$ cat src/rtl/bws_pkg.sv
package bws_pkg;
   typedef enum logic [1:0] {
      SZ_8  = 2'd0,
      SZ_16 = 2'd1,
      SZ_32 = 2'd2,
      SZ_64 = 2'd3
   } req_size_e;

   localparam int EXT_DW = 16;
endpackage

$ cat src/rtl/bws_beat_plan.sv
module bws_beat_plan #(
   parameter int ADDR_W = 24,
   parameter int IDX_W  = 3
) (
   input  logic [1:0]        size,
   input  logic              dev8,
   input  logic [ADDR_W-1:0] addr,
   output logic [IDX_W-1:0]  last_idx,
   output logic [ADDR_W-1:0] base
);
   localparam int CW = IDX_W + 1;

   logic [1:0]    dev_log;
   logic [1:0]    beat_log;
   logic [CW-1:0] count;

   always_comb begin
      dev_log  = dev8 ? 2'd0 : 2'd1;
      beat_log = (size > dev_log) ? (size - dev_log) : 2'd0;
      count    = CW'(1) << beat_log;
      last_idx = IDX_W'(count - CW'(1));
      base     = dev8 ? addr : (addr >> 1);
   end
endmodule

$ cat src/rtl/bws_lane_mux.sv
module bws_lane_mux #(
   parameter int DATA_W = 64,
   parameter int IDX_W  = 3
) (
   input  logic [DATA_W-1:0]   wdata,
   input  logic [DATA_W/8-1:0] be,
   input  logic [IDX_W-1:0]    lane,
   input  logic                dev8,
   output logic [15:0]         ext_wdata,
   output logic [1:0]          ext_be
);
   localparam int STRB_W = DATA_W / 8;

   logic [IDX_W+4:0] dshift;
   logic [IDX_W:0]   bshift;
   logic [DATA_W-1:0] dsh;
   logic [STRB_W-1:0] bsh;

   always_comb begin
      dshift    = dev8 ? {2'b00, lane, 3'b000} : {1'b0, lane, 4'b0000};
      bshift    = dev8 ? {1'b0, lane} : {lane, 1'b0};
      dsh       = wdata >> dshift;
      bsh       = be >> bshift;
      ext_wdata = dev8 ? {8'h00, dsh[7:0]} : dsh[15:0];
      ext_be    = dev8 ? {1'b0, bsh[0]} : bsh[1:0];
   end
endmodule

$ cat src/rtl/bws_read_pack.sv
module bws_read_pack #(
   parameter int DATA_W = 64,
   parameter int IDX_W  = 3
) (
   input  logic              clk,
   input  logic              rst_n,
   input  logic              clear,
   input  logic              capture,
   input  logic [IDX_W-1:0]  lane,
   input  logic              dev8,
   input  logic [15:0]       rdata,
   output logic [DATA_W-1:0] word
);
   logic [IDX_W+4:0]  dshift;
   logic [DATA_W-1:0] mask;
   logic [DATA_W-1:0] ins;

   always_comb begin
      dshift = dev8 ? {2'b00, lane, 3'b000} : {1'b0, lane, 4'b0000};
      mask   = dev8 ? DATA_W'(8'hFF) : DATA_W'(16'hFFFF);
      ins    = dev8 ? DATA_W'(rdata[7:0]) : DATA_W'(rdata);
   end

   always_ff @(posedge clk or negedge rst_n) begin
      if (!rst_n)       word <= '0;
      else if (clear)   word <= '0;
      else if (capture) word <= (word & ~(mask << dshift)) | (ins << dshift);
   end
endmodule

$ cat src/rtl/bus_width_splitter.sv
module bus_width_splitter #(
   parameter int NUM_CS = 4,
   parameter int ADDR_W = 24,
   parameter int DATA_W = 64
) (
   input  logic                       clk,
   input  logic                       rst_n,
   input  logic                       big_endian,
   input  logic [NUM_CS-1:0]          cs_is_8bit,
   input  logic                       req_valid,
   output logic                       req_ready,
   input  logic                       req_write,
   input  logic [$clog2(NUM_CS)-1:0]  req_cs,
   input  logic [ADDR_W-1:0]          req_addr,
   input  logic [1:0]                 req_size,
   input  logic [DATA_W-1:0]          req_wdata,
   input  logic [DATA_W/8-1:0]        req_be,
   output logic                       ext_valid,
   input  logic                       ext_ready,
   output logic                       ext_write,
   output logic [NUM_CS-1:0]          ext_cs,
   output logic [ADDR_W-1:0]          ext_addr,
   output logic [15:0]                ext_wdata,
   output logic [1:0]                 ext_be,
   input  logic [15:0]                ext_rdata,
   output logic                       rsp_valid,
   output logic [DATA_W-1:0]          rsp_rdata
);
   import bws_pkg::*;

   localparam int STRB_W    = DATA_W / 8;
   localparam int MAX_BEATS = STRB_W;
   localparam int IDX_W     = $clog2(MAX_BEATS);
   localparam int CS_W      = $clog2(NUM_CS);

   generate
      if (DATA_W != 32 && DATA_W != 64) begin : g_bad_data
         $error("DATA_W must be 32 or 64");
      end
      if (NUM_CS < 2) begin : g_bad_cs
         $error("NUM_CS must be at least 2");
      end
      if (EXT_DW != 16) begin : g_bad_ext
         $error("external bus must be 16 bits");
      end
   endgenerate

   logic              busy;
   logic [IDX_W-1:0]  beat_idx;
   logic [IDX_W-1:0]  last_q;
   logic [ADDR_W-1:0] base_q;
   logic              write_q;
   logic              dev8_q;
   logic [CS_W-1:0]   cs_q;
   logic [DATA_W-1:0] wdata_q;
   logic [STRB_W-1:0] be_q;
   logic              rsp_q;

   logic [IDX_W-1:0]  plan_last;
   logic [ADDR_W-1:0] plan_base;
   logic              req_dev8;
   logic [IDX_W-1:0]  lane;
   logic              accept;
   logic              beat_done;
   logic              last_beat;
   req_size_e         size_e;

   assign size_e    = req_size_e'(req_size);
   assign req_dev8  = cs_is_8bit[req_cs];
   assign accept    = req_valid && !busy;
   assign beat_done = busy && ext_ready;
   assign last_beat = (beat_idx == last_q);
   assign lane      = big_endian ? (last_q - beat_idx) : beat_idx;

   bws_beat_plan #(.ADDR_W(ADDR_W), .IDX_W(IDX_W)) u_plan (
      .size     (size_e),
      .dev8     (req_dev8),
      .addr     (req_addr),
      .last_idx (plan_last),
      .base     (plan_base)
   );

   always_ff @(posedge clk or negedge rst_n) begin
      if (!rst_n) begin
         busy     <= 1'b0;
         beat_idx <= '0;
         last_q   <= '0;
         base_q   <= '0;
         write_q  <= 1'b0;
         dev8_q   <= 1'b0;
         cs_q     <= '0;
         wdata_q  <= '0;
         be_q     <= '0;
         rsp_q    <= 1'b0;
      end else begin
         rsp_q <= 1'b0;
         if (accept) begin
            busy     <= 1'b1;
            beat_idx <= '0;
            last_q   <= plan_last;
            base_q   <= plan_base;
            write_q  <= req_write;
            dev8_q   <= req_dev8;
            cs_q     <= req_cs;
            wdata_q  <= req_wdata;
            be_q     <= req_be;
         end else if (beat_done) begin
            if (last_beat) begin
               busy  <= 1'b0;
               rsp_q <= 1'b1;
            end else begin
               beat_idx <= beat_idx + 1'b1;
            end
         end
      end
   end

   bws_lane_mux #(.DATA_W(DATA_W), .IDX_W(IDX_W)) u_lane (
      .wdata     (wdata_q),
      .be        (be_q),
      .lane      (lane),
      .dev8      (dev8_q),
      .ext_wdata (ext_wdata),
      .ext_be    (ext_be)
   );

   bws_read_pack #(.DATA_W(DATA_W), .IDX_W(IDX_W)) u_pack (
      .clk     (clk),
      .rst_n   (rst_n),
      .clear   (accept),
      .capture (beat_done && !write_q),
      .lane    (lane),
      .dev8    (dev8_q),
      .rdata   (ext_rdata),
      .word    (rsp_rdata)
   );

   genvar gi;
   generate
      for (gi = 0; gi < NUM_CS; gi++) begin : g_cs
         assign ext_cs[gi] = busy && (cs_q == CS_W'(gi));
      end
   endgenerate

   assign req_ready = !busy;
   assign ext_valid = busy;
   assign ext_write = write_q;
   assign ext_addr  = base_q + ADDR_W'(beat_idx);
   assign rsp_valid = rsp_q;
endmodule

$ cat config.mk
export PLATFORM = sky130hd
export DESIGN_NAME = bus_width_splitter
export DESIGN_NICKNAME = d
export VERILOG_FILES = /design/src/rtl/bws_pkg.sv /design/src/rtl/bws_beat_plan.sv /design/src/rtl/bws_lane_mux.sv /design/src/rtl/bws_read_pack.sv /design/src/rtl/bus_width_splitter.sv
export SDC_FILE = /design/constraint.sdc
export NUM_CORES = 1
export LEC_CHECK = 0
export ABC_CLOCK_PERIOD_IN_PS = 9200
export BUFFER_PORTS_ARGS = -buffer_cell sky130_fd_sc_hd__buf_2
export CAP_MARGIN = 30
export CORE_ASPECT_RATIO = 1.1
export CORE_MARGIN = 1.5
export CORE_UTILIZATION = 55
export CTS_CLUSTER_DIAMETER = 120
export CTS_CLUSTER_SIZE = 30
export DETAILED_ROUTE_END_ITERATION = 8
export MAX_ROUTING_LAYER = met4
export PLACE_DENSITY_LB_ADDON = 0.05
export SETUP_SLACK_MARGIN = 0.3
export SYNTH_ARGS = -nofsm -noshare
export SYNTH_HDL_FRONTEND = slang
export SYNTH_SLANG_ARGS = --single-unit
$ cat constraint.sdc
create_clock -name clk -period 9.2 [get_ports clk]
set_clock_uncertainty 0.2 [all_clocks]
set_input_delay 2.76 -clock clk [delete_from_list [all_inputs] [get_ports clk]]
set_output_delay 2.76 -clock clk [all_outputs]
set_load 0.1 [all_outputs]
## Yosys cells after proc, flatten, opt, wreduce, memory -nomap -nowiden

Cells that the tools add are included.

- Bits in registers: 172
- Input port bits: 126
- Output and inout port bits: 114
- Word-level logic and storage cells: 69

- $add $sub $neg: 5
- Order comparisons: 2
- Equal/unequal tests: 5
- Shift operators: 5
- Muxes and demuxes: 23
- Bitwise logic cells: 3
- Reductions and logical operators: 15

Operators by type and width:

| cell | count |
|---|---|
| $mux W64 | 2 |
| $shl A64 B8 Y64 | 2 |
| $and A64 B64 Y64 | 1 |
| $not A64 Y64 | 1 |
| $or A64 B64 Y64 | 1 |
| $shr A64 B8 Y16 | 1 |
| $mux W16 | 3 |
| $add A24 B3 Y24 | 1 |
| $mux W24 | 1 |
| $mux W3 | 4 |
| $mux W1 | 8 |
| $shr A8 B4 Y2 | 1 |
| $logic_and A1 B1 Y1 | 7 |
| $mux W7 | 1 |
| $reduce_bool A2 Y1 | 3 |
| $eq A2 B2 Y1 const B | 2 |
| $mux W2 | 2 |
| $mux W4 | 1 |
| $reduce_and A2 Y1 | 2 |
| $add A3 B1 Y3 const B | 1 |
| $eq A3 B3 Y1 | 1 |
| $lt A2 B3 Y1 const B | 1 |
| $shl A1 B2 Y3 const A | 1 |
| $sub A3 B1 Y3 const B | 1 |
| other kinds (8) | 9 |

## Longest topological paths before layout

Gate-level depths: netlist of run 1.

- Depth in word-level cells: 9
- Gate-level depth with buffers: 12
- Mapped depth without buffers: 9

## Hierarchy

A second synthesis of run 1 with hierarchy kept.

- Cell total of the unflattened synthesis: 789
- Area total of the unflattened synthesis: 9,197.6 um2

By module, submodules not included:

| module | times used | cells an instance | area each (um2) | seq. area each (um2) |
|---|---|---|---|---|
| bus_width_splitter | 1 | 333 | 4,662.0 | 2,702.6 |
| bws_read_pack | 1 | 219 | 2,775.2 | 1,601.5 |
| bws_lane_mux | 1 | 201 | 1,321.3 | 0.0 |
| bws_beat_plan | 1 | 36 | 439.2 | 0.0 |

## Worst setup path after synthesis of run 1

No wires, ideal clock.

- Kind: input -> output
- Start: in big_endian
- End: out ext_wdata[9]
- Arrival time: 6.248 ns
- Required time: 6.240 ns
- Setup slack: -0.008 ns
- Stages: 8
- Path buffers: 2
- Cells stage by stage: buf_6 nor2b_4 o21ai_2 buf_4 mux2i_1 nand2_1 o21ai_0 a221oi_1

- Word-level cells in the longest chain between the ends: 4

RTL lines:

| what | RTL line | text |
|---|---|---|
| start, declared | bus_width_splitter.sv:8 | `input logic big_endian,` |
| $mux W3 | bus_width_splitter.sv:73 | `assign lane = big_endian ? (last_q - beat_idx) : beat_idx;` |
| $mux W7 | bws_lane_mux.sv:20 | `dshift = dev8 ? {2'b00, lane, 3'b000} : {1'b0, lane, 4'b0000};` |
| $shr A64 B8 Y16 | bws_lane_mux.sv:22 | `dsh = wdata >> dshift;` |
| $mux W16 | bws_lane_mux.sv:24 | `ext_wdata = dev8 ? {8'h00, dsh[7:0]} : dsh[15:0];` |
| end, declared | bus_width_splitter.sv:23 | `output logic [15:0] ext_wdata,` |

Every way passes these cells.

## Final worst setup path of run 1

- Start: in big_endian
- End: out ext_be[1]

- Word-level cells in the longest chain between the ends: 4

RTL lines:

| what | RTL line | text |
|---|---|---|
| $mux W3 | bus_width_splitter.sv:73 |  |
| $mux W4 | bws_lane_mux.sv:21 | `bshift = dev8 ? {1'b0, lane} : {lane, 1'b0};` |
| $shr A8 B4 Y2 | bws_lane_mux.sv:23 | `bsh = be >> bshift;` |
| $mux W2 | bws_lane_mux.sv:25 | `ext_be = dev8 ? {1'b0, bsh[0]} : bsh[1:0];` |
| end, declared | bus_width_splitter.sv:24 | `output logic [1:0] ext_be,` |

Every way passes these cells.

==> impl_metrics.toml, run 1 <==
[outcome]
status = "finished, violations left"
violations = "DRC"

[global_routing]
grt_pass1_vias = 7454
grt_overflow = 0
grt_max_degree = 97
grt_pass1_wl_mm = 39.49
grt_usage = 0.2967
antenna_found_initial = 2

[die]
floorplan.die.width_microns = 126.0
die-area_sq_um = 17410
ios = 240
rows = 49
initial_core_util = 0.5608
die_h_microns = 138.3
core_sq_um = 16310

[clocking]
hold_buffers = 0
clk_path_buf_depth = 2
path_clk_slew_ps = 70
cts-root-buf = "clkbuf_16"
numClockSinks = 172
cts_buffers = 17
cts-resized-gates = 0
postCtsSetupRepairBufs = 0
clock_latency_ps = 430
ctsHtreeMaxLevel = 4
cts_tree = "done"

[synthesis]
synth_compound_area_frac = 0.1378
avgSynthCellArea_sq_um = 9.295
synth-simple-area-share = 0.1936
ys.flop_type = "dfrtp_1"
yosys_warnings = 0
ys_types = 55
synth_fp_nets = 1120
synth_top_family_by_area = "simple AND/OR/NAND/NOR gates"
synthXorXnorAreaFrac = 0.03160
synth_edf_count = 0
synthAdderAreaFrac = 0.01532
ys_seq_area_frac = 0.4706
yosys.area.top_type = "dfrtp_1"
synthMuxAreaShare = 0.1119
synth_seq_cells = 172
syn-instance-count = 984
yosys-top-cells-area = "dfrtp_1 (47%), nand2_1 (13%), mux2i_1 (7.0%)"
async_reset_ff_frac = 1.000
syn_area_sq_um = 9146
synth_top_area_share = 0.4706

[timing]
fin_crit_ps = 8507
tightest_slew_ps = 1024
rsz0062_at_grt = "no"
slew_viol_final = 0
setup_tns_ps = 0
setup_ws_ps = 693.0
post-route-period-util = 0.9247
finalHoldViolCount = 0
setup_viol = 0
slew_headroom = 0.3159
max_freq_mhz = 117.6

[job]
cap_violations = 0

[setup_path]
worstPathArrival_ps = 5550
critPathLaunchType = "input pin"
crit_required_ps = 6240
cp_max_fo = 26
crit_type = "in2out"
end_kind = "output pin"
reg2reg_slack_ps = 5050

[final_layout]
ff_latch_area_sq_um = 4304
area_delta_synth_final_pct = 20.77
multi_input_area_sq_um = 4528
nNetsFinal = 1326
num-fill-cells = 1375
drive_gt1_frac = 0.2610

[routing]
dr.pass1.iters = 9
drc = 18
dr.first_iter.drc_count = 709
wl_mm = 24.70
viasPerCell = 5.686
post_drt_wl_per_cell_microns = 17.53
ant_nets = 0
dr_total_vias = 8011

[hold_path]
min-delay-path-class = "reg2reg"

[placement]
dp_slack_ps = 739.6
hpwlAfterDp_mm = 17.73
io_buffers = 239
gp_congestion = 0.8852
## cells in the final DEF, fill, tap and decap left out, types with 9 or more instances in the layout
master	count
nand2_1	308
buf_2	238
dfrtp_1	172
mux2i_1	64
nor2_1	60
a21oi_1	54
o21ai_0	29
a22o_1	25
xnor2_1	21
inv_1	19
clkbuf_16	17
mux4_2	16
a21o_1	13
o2bb2ai_1	13
nand3_1	12
and3b_1	9
## cell usage after synthesis, drive strengths merged, types with 4 or more instances
library cell    n
clkbuf         35
dfrtp         172
and3            6
nand4           4
ha              8
o221ai          8
a22o           25
inv            19
a22oi           8
nor3            7
xor2            8
nand3          12
a21o           13
nor2b           7
o21ai          30
nor2           60
a32o            8
a21oi          56
nand2         309
mux4           16
buf            26
xnor2          22
o2bb2ai        13
and3b           9
o31ai           8
mux2i          64
## cell families (layout without fill, tap and decap cells)
group / after synthesis / in the layout
simple gates: 427 / 427
compound gates: 182 / 182
flops: 172 / 172
mux: 82 / 82
buf+inv: 81 / 300
xor+xnor: 30 / 30
fa+ha+maj: 10 / 10
other cells: 0 / 2
## sequential cells by signal (all words and copies together), names as in the netlist
signal,cells
u_pack.word,64
wdata_q,64
base_q,24
be_q,8
beat_idx,3
last_q,3
cs_q,2
dev8_q,1
ext_valid,1
ext_write,1
rsp_valid,1
## path summary, 6_finish.rpt
check                                  end         from  depth (start not counted)
min                            wdata_q[49]  wdata_q[49]                          2
max reg2reg                 u_pack.word[8]  beat_idx[0]                          7
min in group asynchronous  u_pack.word[36]        rst_n                          1
max in group asynchronous  u_pack.word[29]        rst_n                          3
min reg2reg                    wdata_q[49]  wdata_q[49]                          2
max                              ext_be[1]   big_endian                          8
## critical path, cell delays in order
cell and delay (ps):
buf_2 400, nor2b_4 250, or2_1 350, and2_1 660, mux4_2 330, nor2_1 50
nor3_2 260, buf_2 490
## per-layer routing
| metal | track usage | part of all wire |
|---|---|---|
| met3 | 0.04954 | 0.073 |
| met1 | 0.4151 | 0.44 |
| met2 | 0.4413 | 0.47 |
| met4 | 0.1041 | 0.019 |
| met5 | - | 0 |
## stage by stage
| step | instances | hold slack (ps) | instance area [sq um] | utilization |
|---|---|---|---|---|
| 2_1_floorplan | 984 | 241.0 | 9169 | - |
| 3_3_place_gp | 1373 | 264.9 | 10420 | 0.6388 |
| 3_5_place_dp | 1374 | 268.9 | 10430 | 0.6393 |
| 4_1_cts | 1406 | 286.9 | 11010 | 0.6753 |
| 5_1_grt | 1409 | 317.4 | 11050 | 0.6773 |
| 6_report | 1409 | 287.5 | 11050 | 0.6773 |
## final cells by class
class,instances,share of cell area
sequential,172,0.3897
tap,204,0.02311
clock buffer,18,0.03976
antenna,2,0.0004531
timing repair buffer,248,0.1168
multi-input combinational,731,0.4099
clock inverter,14,0.01348
inverter,20,0.006797
Power of run 1 is left out: the tool's default activity adds up to more than one toggle a clock period on the data nets, which glitch-free logic cannot reach.
==> run 2, diff against run 1 <==
--- a/config.mk
+++ b/config.mk
@@ -8,7 +8,7 @@
 export ABC_CLOCK_PERIOD_IN_PS = 9200
 export BUFFER_PORTS_ARGS = -buffer_cell sky130_fd_sc_hd__buf_2
 export CAP_MARGIN = 30
-export CORE_ASPECT_RATIO = 1.1
+export CORE_ASPECT_RATIO = 0.5
 export CORE_MARGIN = 1.5
 export CORE_UTILIZATION = 55
 export CTS_CLUSTER_DIAMETER = 120
==> run 2 against run 1 <==
Net effect:
- the flow now finishes without violations
- critical path depth unchanged
- sequential share of layout area decreased by 0.29 points
- global-route usage increased by 2.1 points
- final cell count increased by 1.8%
- maximum frequency decreased by 0.42%
- utilization increased by 0.50 points
- register-to-register slack improved by 150 ps
- first-iteration DRC count decreased by 1.7%
- count of clock-buffer cells in the layout decreased by 1
- flip-flop and latch count unchanged
- wire length increased by 5.6%
- via count increased by 1.4%
- critical endpoint is now ext_wdata[14]
- largest cell class unchanged
==> impl_metrics.toml, run 2 (same netlist as run 1, synthesis figures left out) <==
[global_routing]
grt_overflow = 0
grt_max_degree = 102
antenna_found_initial = 1
grt_pass1_vias = 7851
grt_pass1_wl_mm = 41.02
grt_usage = 0.3173

[clocking]
cts_buffers = 17
cts-resized-gates = 0
postCtsSetupRepairBufs = 0
ctsHtreeMaxLevel = 4
clock_latency_ps = 440
path_clk_slew_ps = 70
numClockSinks = 172
cts_tree = "done"
cts-root-buf = "clkbuf_16"
hold_buffers = 0
clk_path_buf_depth = 2

[setup_path]
r2r_cells = 6
end_kind = "output pin"
crit_type = "in2out"
cp_max_fo = 26
worstPathArrival_ps = 5580
r2r-start = "beat_idx[0]"
max_stage_delay_ps = 660
crit_top_cell = "buf_2"
reg2reg_slack_ps = 5200
critPathLaunchType = "input pin"
worstPathCellList = "buf_2, nor2b_4, or2_1, and2_1, mux4_2, nand2_1, a21oi_1, buf_2"
r2r_end = "u_pack.word[50]"
cp-startpoint = "big_endian"
slowest_stage = "and2_1"
crit_required_ps = 6240

[hold_path]
holdPathStages = 2
hold_start = "wdata_q[57]"
min-delay-path-class = "reg2reg"
hold-path-endpoint = "wdata_q[57]"

[routing]
viasPerCell = 5.661
dr.pass1.iters = 5
dr_total_vias = 8124
drc = 0
dr.first_iter.drc_count = 697
ant_nets = 0
wl_mm = 26.08
post_drt_wl_per_cell_microns = 18.18

[final_layout]
drive_gt1_frac = 0.2635
mostFrequentLayoutCell = "nand2_1"
nNetsFinal = 1330
num-fill-cells = 1345
ff_latch_area_sq_um = 4304
post-route-util = 0.6823
mostFrequentLayoutCells = "nand2_1 (308), buf_2 (238), dfrtp_1 (172), mux2i_1 (64), nor2_1 (60)"
reg_top3 = "u_pack.word (64), wdata_q (64), base_q (24)"
area_delta_synth_final_pct = 21.67
multi_input_area_sq_um = 4528

[die]
core_sq_um = 16310
ios = 240
die-area_sq_um = 17460
floorplan.die.width_microns = 185.4
die_h_microns = 94.19
rows = 33
initial_core_util = 0.5608

[timing]
setup_ws_ps = 656.8
max_freq_mhz = 117.1
setup_tns_ps = 0
setup_viol = 0
rsz0062_at_grt = "no"
post-route-period-util = 0.9286
fin_crit_ps = 8543
fin_hold_ws_ps = 283.5
slew_headroom = 0.3842
tightest_slew_ps = 923.7
slew_viol_final = 0
finalHoldViolCount = 0

[placement]
io_buffers = 239
dp_slack_ps = 707.0
gp_congestion = 0.8772
hpwlAfterDp_mm = 18.51

[outcome]
status = "finished clean"

[job]
cap_violations = 0
==> run 2: per-layer routing <==
layer	global-route usage	part of all wire	up-vias
met3	0.07558	0.077	44
li1	-	-	3814
met4	0.09959	0.018	0
met2	0.4922	0.47	318
met5	-	0	-
met1	0.4145	0.44	3948
==> run 2: critical path, delay by kind of cell <==
family | cells | cell delay (ps)
buffers and inverters | 2 | 890
AOI/OAI and AO/OA | 1 | 240
and+or+nand+nor | 4 | 1330
muxes | 1 | 340
==> run 2: worst max path at each step <==
stage	end	slack [ps]	cells after the start
after global routing	ext_wdata[14]	470	8
final	ext_wdata[14]	660	8
after global placement	ext_wdata[8]	820	8
after floorplan	ext_wdata[14]	650	10
after detailed placement	ext_wdata[8]	710	8
after CTS	ext_wdata[14]	680	8
==> run 2: area by class of cell <==
class,instances,area share
Antenna cell,1,0.0002249
Multi-Input combinational cell,731,0.4069
Sequential cell,172,0.3868
Clock buffer,17,0.03823
Timing Repair Buffer,252,0.1186
Tap cell,227,0.02552
Inverter,20,0.006746
Clock inverter,15,0.01698
==> run 2: through the flow <==
step	cells	area (sq um)
after floorplan	984	9169
after global placement	1401	10480
after detailed placement	1401	10480
after CTS	1433	11100
after global routing	1435	11130
final	1435	11130
Power of run 2 is left out for the same reason.
==> run 3, diff against run 2 <==
--- a/config.mk
+++ b/config.mk
@@ -10,13 +10,14 @@
 export CAP_MARGIN = 30
 export CORE_ASPECT_RATIO = 0.5
 export CORE_MARGIN = 1.5
-export CORE_UTILIZATION = 55
+export CORE_UTILIZATION = 45
 export CTS_CLUSTER_DIAMETER = 120
 export CTS_CLUSTER_SIZE = 30
 export DETAILED_ROUTE_END_ITERATION = 8
 export MAX_ROUTING_LAYER = met4
 export PLACE_DENSITY_LB_ADDON = 0.05
 export SETUP_SLACK_MARGIN = 0.3
+export SKIP_LAST_GASP = 1
 export SYNTH_ARGS = -nofsm -noshare
 export SYNTH_HDL_FRONTEND = slang
 export SYNTH_SLANG_ARGS = --single-unit
==> run 3 against run 2 <==
Net effect:
- via count decreased by 1.3%
- flip-flop and latch count is the same
- utilization down 12 points
- wire length rose by 4.4%
- setup slack better by 200 ps
- maximum frequency increased by 2.4%
- first-iteration DRC count is 28% lower
- register-to-register slack improved by 20 ps
- largest cell class unchanged
- count of clock-buffer cells in the layout rose by 1
==> impl_metrics.toml, run 3 (same netlist as run 1, synthesis figures left out) <==
[global_routing]
grt_max_degree = 103
grt_pass1_wl_mm = 43.05
grt_usage = 0.2681
grt_overflow = 0
antenna_found_initial = 5
grt_pass1_vias = 7963

[setup_path]
crit_type = "in2out"
worst-path-stages = 9
cp.buffers_inverters = 3
worstPathCellList = "buf_2, buf_4, nor2b_1, or2_1, and2_1, mux4_2, nor2_1, nor3_2, buf_2"
critPathTopFamily = "simple AND/OR/NAND/NOR gates"
crit_top_cell = "buf_2"
slowest_stage = "and2_1"
r2r_cells = 6
max_stage_delay_ps = 670
end_kind = "output pin"
critPathLaunchType = "input pin"
crit_required_ps = 6240
cp_max_fo = 24
worstPathArrival_ps = 5390

[routing]
dr.pass1.iters = 5
drc = 0
dr_total_vias = 8021
dr.first_iter.drc_count = 501
viasPerCell = 5.423
wl_mm = 27.23
post_drt_wl_per_cell_microns = 18.41
ant_nets = 0

[clocking]
cts-resized-gates = 0
postCtsSetupRepairBufs = 0
cts_tree = "done"
clk_path_buf_depth = 2
ctsHtreeMaxLevel = 4
cts_buffers = 17
hold_buffers = 0
numClockSinks = 172
cts-root-buf = "clkbuf_16"
path_clk_slew_ps = 80
clock_latency_ps = 430

[die]
die-area_sq_um = 21240
rows = 36
core_sq_um = 19680
initial_core_util = 0.4647
die_h_microns = 103.8
ios = 240
floorplan.die.width_microns = 204.6

[timing]
setup_tns_ps = 0
max_freq_mhz = 119.8
setup_ws_ps = 854.8
slew_viol_final = 0
post-route-period-util = 0.9071
rsz0062_at_grt = "no"
setup_viol = 0
tightest_slew_ps = 986.5
fin_crit_ps = 8345
slew_headroom = 0.3423
finalHoldViolCount = 0

[hold_path]
holdPathStages = 2
min-delay-path-class = "reg2reg"

[placement]
dp_slack_ps = 815.6
gp_congestion = 0.8478
io_buffers = 239
hpwlAfterDp_mm = 19.67
dp.cells = 1441

[outcome]
status = "finished clean"

[job]
cap_violations = 0

[final_layout]
post-route-util = 0.5666
drive_gt1_frac = 0.2641
mostFrequentLayoutCell = "nand2_1"
stdcell_count = 1479
mostFrequentLayoutCells = "nand2_1 (308), buf_2 (238), dfrtp_1 (172), mux2i_1 (64), nor2_1 (60)"
reg_top3 = "u_pack.word (64), wdata_q (64), base_q (24)"
nNetsFinal = 1331
area_delta_synth_final_pct = 21.94
run 3: worst paths after layout:
check / start / endpoint / slack (ps)
setup / recovery: big_endian / ext_wdata[8] / 850
hold / removal: wdata_q[49] / wdata_q[49] / 280
setup reg to reg: beat_idx[0] / u_pack.word[19] / 5220
hold reg to reg: wdata_q[49] / wdata_q[49] / 280
max in group asynchronous: rst_n / wdata_q[59] / 5480
min in group asynchronous: rst_n / u_pack.word[21] / 2100
run 3: final cells by class:
type                    instances  area, sq um
clock buffers                  18        439.2
repair buffers                253         1320
clock inverters                14        141.4
flip-flops and latches        172         4304
well taps                     266        332.8
fillers                      1872         8531
diodes                          5        12.51
multi-input cells             731         4528
inverters                      20        75.07
run 3: tightest hold or removal path, cell delays in order, from the launching register on:
cell,delay [ps]
dfrtp_1,340
nand2_1,50
nand2_1,60
run 3: per-stage QoR:
stage / hold slack, ps / area, sq um
6_report: 281.5 / 11150
2_1_floorplan: 241.0 / 9169
3_5_place_dp: 267.0 / 10540
4_1_cts: 285.3 / 11120
5_1_grt: 316.0 / 11150
3_3_place_gp: 265.9 / 10530
run 3: layer usage:
| metal | routed length (microns) | track usage |
|---|---|---|
| met1 | 12420 | 0.3610 |
| met2 | 12540 | 0.4069 |
| met3 | 1793 | 0.06262 |
| met4 | 478 | 0.07090 |
| met5 | 0 | - |
Power of run 3 is left out for the same reason.
